==> config.mk <==
export PLATFORM = sky130hd
export DESIGN_NAME = usart_clkgen
export DESIGN_NICKNAME = d
export VERILOG_FILES = /design/src/rtl/usart_clk_pkg.sv /design/src/rtl/baud_counter.sv /design/src/rtl/async_phase.sv /design/src/rtl/master_clk.sv /design/src/rtl/slave_edge.sv /design/src/rtl/usart_clkgen.sv
export SDC_FILE = /design/constraint.sdc
export NUM_CORES = 1
export LEC_CHECK = 0
export ABC_AREA = 1
export BUFFER_PORTS_ARGS = -buffer_cell sky130_fd_sc_hd__buf_2
export CORE_ASPECT_RATIO = 0.9
export CORE_UTILIZATION = 45
export DETAILED_ROUTE_END_ITERATION = 8
export PLACE_DENSITY_LB_ADDON = 0.25
export SYNTH_ARGS = -nofsm -noshare
export SYNTH_HDL_FRONTEND = slang
export SYNTH_SLANG_ARGS = --single-unit
==> constraint.sdc <==
create_clock -name clk -period 2.2 [get_ports clk]
set_input_delay 0.11 -clock clk [delete_from_list [all_inputs] [get_ports clk]]
set_output_delay 0.11 -clock clk [all_outputs]
set_load 0.05 [all_outputs]
==> src/rtl/usart_clk_pkg.sv <==
package usart_clk_pkg;

  typedef enum logic [1:0] {
    MODE_ASYNC     = 2'd0,
    MODE_ASYNC_DBL = 2'd1,
    MODE_MASTER    = 2'd2,
    MODE_SLAVE     = 2'd3
  } clk_mode_e;

  // Map the three control inputs onto one of four operating modes.
  // The double-speed input is consulted only on the asynchronous branch.
  function automatic clk_mode_e mode_decode(input logic sync_sel,
                                            input logic dbl_sel,
                                            input logic dir_out);
    if (!sync_sel) return dbl_sel ? MODE_ASYNC_DBL : MODE_ASYNC;
    return dir_out ? MODE_MASTER : MODE_SLAVE;
  endfunction

endpackage

==> src/rtl/baud_counter.sv <==
module baud_counter #(
  parameter int DIV_W = 12
) (
  input  logic             clk,
  input  logic             rst_n,
  input  logic [DIV_W-1:0] div_value,
  input  logic             div_load,
  output logic             pulse
);

  logic [DIV_W-1:0] cnt;

  // A load in the same cycle as expiry wins: that pulse is dropped.
  assign pulse = (cnt == '0) && !div_load;

  always_ff @(posedge clk or negedge rst_n) begin
    if (!rst_n)               cnt <= '0;
    else if (div_load)        cnt <= div_value;
    else if (cnt == '0)       cnt <= div_value;
    else                      cnt <= cnt - 1'b1;
  end

  a_r2_countdown: assert property (@(posedge clk) disable iff (!rst_n)
    (!div_load && cnt != '0) |=> cnt == $past(cnt) - 1'b1);

  a_r9_write_reload: assert property (@(posedge clk) disable iff (!rst_n)
    div_load |=> cnt == $past(div_value));

endmodule

==> src/rtl/async_phase.sv <==
module async_phase #(
  parameter int NORM_OVS = 16,
  parameter int DBL_OVS  = 8
) (
  input  logic clk,
  input  logic rst_n,
  input  logic en,
  input  logic dbl,
  input  logic restart,
  input  logic pulse,
  output logic bit_fire
);

  localparam int PH_W = $clog2(NORM_OVS);

  logic [PH_W-1:0] ph;
  logic [PH_W-1:0] last;

  assign last     = dbl ? PH_W'(DBL_OVS - 1) : PH_W'(NORM_OVS - 1);
  assign bit_fire = en && pulse && (ph >= last);

  always_ff @(posedge clk or negedge rst_n) begin
    if (!rst_n)              ph <= '0;
    else if (restart || !en) ph <= '0;
    else if (pulse)          ph <= (ph >= last) ? '0 : ph + 1'b1;
  end

endmodule

==> src/rtl/master_clk.sv <==
module master_clk (
  input  logic clk,
  input  logic rst_n,
  input  logic en,
  input  logic restart,
  input  logic pulse,
  output logic sclk,
  output logic rise_fire,
  output logic fall_fire
);

  assign rise_fire = en && pulse && !sclk;
  assign fall_fire = en && pulse &&  sclk;

  always_ff @(posedge clk or negedge rst_n) begin
    if (!rst_n)              sclk <= 1'b0;
    else if (!en || restart) sclk <= 1'b0;
    else if (pulse)          sclk <= ~sclk;
  end

  a_r5_toggle: assert property (@(posedge clk) disable iff (!rst_n)
    (en && pulse) |=> (!en || sclk != $past(sclk)));

endmodule

==> src/rtl/slave_edge.sv <==
module slave_edge #(
  parameter int SYNC_DEPTH = 2
) (
  input  logic clk,
  input  logic rst_n,
  input  logic ext_in,
  output logic rise,
  output logic fall
);

  logic [SYNC_DEPTH:0] sh;

  always_ff @(posedge clk or negedge rst_n) begin
    if (!rst_n) sh <= '0;
    else        sh <= {sh[SYNC_DEPTH-1:0], ext_in};
  end

  assign rise =  sh[SYNC_DEPTH-1] && !sh[SYNC_DEPTH];
  assign fall = !sh[SYNC_DEPTH-1] &&  sh[SYNC_DEPTH];

endmodule

==> src/rtl/usart_clkgen.sv <==
module usart_clkgen
  import usart_clk_pkg::*;
#(
  parameter int DIV_W      = 12,
  parameter int NORM_OVS   = 16,
  parameter int DBL_OVS    = 8,
  parameter int SYNC_DEPTH = 2
) (
  input  logic             clk,
  input  logic             rst_n,
  input  logic [DIV_W-1:0] baud_div,
  input  logic             baud_div_wr,
  input  logic             sync_mode,
  input  logic             double_speed,
  input  logic             clk_dir_out,
  input  logic             ext_clk_in,
  output logic             tx_tick,
  output logic             rx_tick,
  output logic             ext_clk_out,
  output logic             ext_clk_oe,
  output logic             ext_pin_active
);

  clk_mode_e mode;
  logic gen_pulse, ph_fire, m_rise, m_fall, s_rise, s_fall, sclk;
  logic sel_tx, sel_rx;

  assign mode = mode_decode(sync_mode, double_speed, clk_dir_out);

  baud_counter #(.DIV_W(DIV_W)) u_cnt (
    .clk(clk), .rst_n(rst_n), .div_value(baud_div),
    .div_load(baud_div_wr), .pulse(gen_pulse));

  async_phase #(.NORM_OVS(NORM_OVS), .DBL_OVS(DBL_OVS)) u_phase (
    .clk(clk), .rst_n(rst_n), .en(!sync_mode), .dbl(double_speed),
    .restart(baud_div_wr), .pulse(gen_pulse), .bit_fire(ph_fire));

  master_clk u_master (
    .clk(clk), .rst_n(rst_n), .en(mode == MODE_MASTER),
    .restart(baud_div_wr), .pulse(gen_pulse), .sclk(sclk),
    .rise_fire(m_rise), .fall_fire(m_fall));

  slave_edge #(.SYNC_DEPTH(SYNC_DEPTH)) u_slave (
    .clk(clk), .rst_n(rst_n), .ext_in(ext_clk_in),
    .rise(s_rise), .fall(s_fall));

  always_comb begin
    sel_tx = 1'b0;
    sel_rx = 1'b0;
    case (mode)
      MODE_ASYNC, MODE_ASYNC_DBL: begin sel_rx = gen_pulse; sel_tx = ph_fire; end
      MODE_MASTER:                begin sel_rx = m_rise;    sel_tx = m_fall;  end
      MODE_SLAVE:                 begin sel_rx = s_rise;    sel_tx = s_fall;  end
      default:                    begin sel_rx = 1'b0;      sel_tx = 1'b0;    end
    endcase
  end

  always_ff @(posedge clk or negedge rst_n) begin
    if (!rst_n) begin
      tx_tick <= 1'b0;
      rx_tick <= 1'b0;
    end else begin
      tx_tick <= sel_tx;
      rx_tick <= sel_rx;
    end
  end

  assign ext_clk_out    = sclk;
  assign ext_clk_oe     = (mode == MODE_MASTER);
  assign ext_pin_active = sync_mode;

  a_r3_tx_with_rx: assert property (@(posedge clk) disable iff (!rst_n)
    (!$past(sync_mode) && tx_tick) |-> rx_tick);

  a_r5_master_exclusive: assert property (@(posedge clk) disable iff (!rst_n)
    ($past(mode) == MODE_MASTER) |-> !(tx_tick && rx_tick));

  a_r8_async_clk_low: assert property (@(posedge clk) disable iff (!rst_n)
    !sync_mode |=> !ext_clk_out);

  a_r1_reset_quiet: assert property (@(posedge clk)
    !rst_n |-> (!tx_tick && !rx_tick && !ext_clk_out));

endmodule

==> summary.md <==
| Metric | Value |
|---|---|
| Status | `finished, violations left` |
| Failing checks | `DRC` |
| # port buffers | `23` |
| Core ar. | `around 2600 um2` |
| Dominant cells by area after synthesis | `dfrtp_1, nand2_1, nor2_1` |
| Cell internal pwr | `approximately 0.69 mW` |
| Min-delay src | `baud_div[8]` |
| CP Class | `reg -> reg` |
| R2R cell count | `9` |
| Data required time of the critical path | `roughly 2400 ps` |
| Netlist Area Pre-Place | `1260 um2` |
| DR iter-0 viols | `48` |
| Clock Skew | `slightly below 5 ps` |
| Clock share of power | `about a third` |
| Cells after Synth | `~160` |
| Leak | `about 0.77 nW` |
| Crit path DAT | `~1800 ps` |
| Post-synth cell types | `23` |
| RR Endpoint | `u_cnt.cnt[10]$_DFF_PN0_` |
| Number of CTS-inserted buffers | `3` |
| MaxCap Viol Count | `0` |
| Sequential fraction of the synthesis area | `43.6%` |
| RSZ-0062 raised after global routing | `no` |
| Crit path time final | `about 1600 ps` |
| Cell taking the most area after synthesis | `dfrtp_1` |
| Pwr/cell area | `640 nW/um2` |
| Antenna fix cells | `0` |
| Area Growth Syn to Fin | `17.8%` |
| Clock buffer depth | `2` |
| Slew of the pin with the lowest slew margin | `485 ps` |
| NumNets Final | `213` |
| # IOs | `24` |
| Slew Limit Headroom | `between 60% and 70%` |
| WL per Instance | `between 10 and 15 um` |
| Sw Ratio | `between 20% and 30%` |
| DP HPWL | `1930 um` |
| Hold path depth | `3` |
| Sum Neg Setup Slack | `0 ps` |
| Worst min-delay path class | `in -> reg` |
| Vias/cell | `between 4 and 5` |
| Slew Limit Fails | `0` |
| CTS tree | `built` |
| Fin area | `approximately 1500 um2` |
| Std cell rows | `17` |
| DR DRC count | `1` |
| Area after DPL | `around 1400 um2` |
| Clock root buffer master | `clkbuf_4` |
| Die ar. | `around 3000 um2` |
| Yosys reg bits | `22` |
| Final Wtd Congestion | `0.860` |
| Capturing element type of the critical path | `flop` |
| ANT nets after route | `0` |
| Comb pwr share | `approximately 18%` |
| Post-Route WL | `2520 um` |
| Yosys top cell area share | `between 40% and 50%` |
| Initial antenna violation count | `0` |
| Worst VDD drop | `between 0.0003 and 0.0004 V` |
| First-pass GRT wire length | `~4600 um` |
| Clock Latency Late Sink | `between 300 and 400 ps` |
| Core Util, Final | `between 50% and 60%` |
| Reg2Reg Setup Slack | `around 640 ps` |
| Initial cell density of the core | `~49%` |
| Sequential fraction of design power | `approximately half` |
| Psw | `0.263 mW` |
| Critical-path maximum fanout | `17` |
| CTS clk-pin slew, worst paths | `roughly 130 ps` |
| CTS sink count | `22` |
| GRT Resource Usage Total | `roughly a fifth` |
| Vias post-DR | `about 1100` |
| Yosys warnings | `0` |
| Avg Cell Area, Syn | `7.94 um2` |
| Drt pass-1 iters | `6` |
| Total grt overflow | `0` |
| Final hold viol count | `0` |
| Max Clock Freq | `about 640 MHz` |
| Hold endpoint | `u_cnt.cnt[8]$_DFF_PN0_` |
| CP startpoint kind | `flop` |
| Final Cycle Share | `between 70% and 80%` |
| Vias in the first global route | `1060` |
| Die Width | `57.8 um` |
| Die Span Y | `roughly 52 um` |
| Syn nets | `182` |
| Worst R2R Start | `u_cnt.cnt[0]$_DFF_PN0_` |
| Largest net degree at the start of global routing | `23` |
| # H-tree levels | `1` |
| Final setup vio count | `0` |
| Share of layout cells above drive strength 1 | `roughly a fifth` |
==> synthesized netlist by cell type, drive strengths merged <==
library cell and count:
nand3 16, xnor2 6, ha 4, nor2 29, o21ai 12, nand2 36, inv 20, buf 2
dfrtp 22, a21oi 6, or2 2, xor2 2, nor3 2
==> worst max-delay path by stage <==
stage / start / endpoint / cells past startpoint
6_report: u_cnt.cnt[0]$_DFF_PN0_ / u_cnt.cnt[10]$_DFF_PN0_ / 9
4_1_cts: u_cnt.cnt[0]$_DFF_PN0_ / u_cnt.cnt[10]$_DFF_PN0_ / 9
2_1_floorplan: u_cnt.cnt[0]$_DFF_PN0_ / u_cnt.cnt[5]$_DFF_PN0_ / 9
3_3_place_gp: u_cnt.cnt[0]$_DFF_PN0_ / u_cnt.cnt[10]$_DFF_PN0_ / 9
5_1_grt: u_cnt.cnt[0]$_DFF_PN0_ / u_cnt.cnt[10]$_DFF_PN0_ / 9
3_5_place_dp: u_cnt.cnt[0]$_DFF_PN0_ / u_cnt.cnt[10]$_DFF_PN0_ / 9
==> worst max-delay path, stage by stage, from the launching register on <==
cell and delay (ps):
dfrtp_1 420, inv_1 140, ha_1 190, nand2_1 90, nor2_4 140, nand2_4 110, nand2_8 140, inv_2 80
nor2_1 80, nor2_1 60
==> metal layers <==
layer  track usage, %  vias to the layer above  wire length, um
met5                0                        -                0
met4             5.95                        0               27
met3             2.22                        4              110
met2             33.0                       21             1090
met1             27.5                      486             1290
li1                 -                      560                -
==> cells by family (layout without fill, tap and decap cells) <==
logic type	Yosys count	count (layout)	synth area share [%]
AND/OR/NAND/NOR	85	85	30.7
buffers and inverters	22	52	8.13
flip-flops	22	22	43.6
XOR/XNOR	8	8	5.55
adder cells (fa/ha/maj)	4	4	3.96
AO/OA/AOI/OAI	18	18	8.03
==> metrics by stage <==
stage,hold WS (ps),setup slack [ps],instances,power [mW]
6_report,6.68,638,217,0.951
5_1_grt,12.0,462,217,1.00
4_1_cts,1.66,637,217,0.961
3_5_place_dp,108,664,208,0.637
3_3_place_gp,101,706,208,0.634
2_1_floorplan,-186,830,159,0.588
==> state kept, by name, indices dropped and copies added, names as in the netlist <==
name           cells
u_slave.sh         3
u_phase.ph         4
u_cnt.cnt         12
rx_tick            1
tx_tick            1
u_master.sclk      1
==> power groups by stage <==
stage | combinational (mW) | sequential (mW) | clock (mW)
floorplan | 0.122 | 0.467 | 0
global placement | 0.164 | 0.470 | 0
detailed placement | 0.166 | 0.471 | 0
CTS | 0.174 | 0.463 | 0.323
global route | 0.197 | 0.469 | 0.335
finish | 0.173 | 0.463 | 0.316
==> what timing repair did <==
action	in CTS	in global routing
hold buffers	5	0
gates resized for setup	0	0
setup endpoints to repair	0	0
setup buffers	0	0
hold endpoints to repair	26	0
==> cells in the final DEF, fill, tap and decap left out, types with 2 or more instances in the layout <==
master / n
nand2_1: 33
nor2_1: 26
buf_2: 23
dfrtp_1: 22
inv_1: 19
nand3_1: 16
a21oi_1: 6
xnor2_1: 6
o21ai_0: 6
dlygate4sd3_1: 5
ha_1: 4
o21ai_1: 3
o21ai_2: 3
clkbuf_4: 3
nor2_2: 2
xor2_1: 2
nor3_1: 2
==> area by class of cell <==
| class | count | area, um2 |
|---|---|---|
| Clock buffer | 3 | 22.5 |
| Clock inverter | 1 | 30.0 |
| Fill cell | 261 | 1060 |
| Inverter | 20 | 75.1 |
| Multi-Input combinational cell | 115 | 609 |
| Sequential cell | 22 | 551 |
| Tap cell | 28 | 35.0 |
| Timing Repair Buffer | 28 | 165 |
Power figures use the tool's default switching activity.
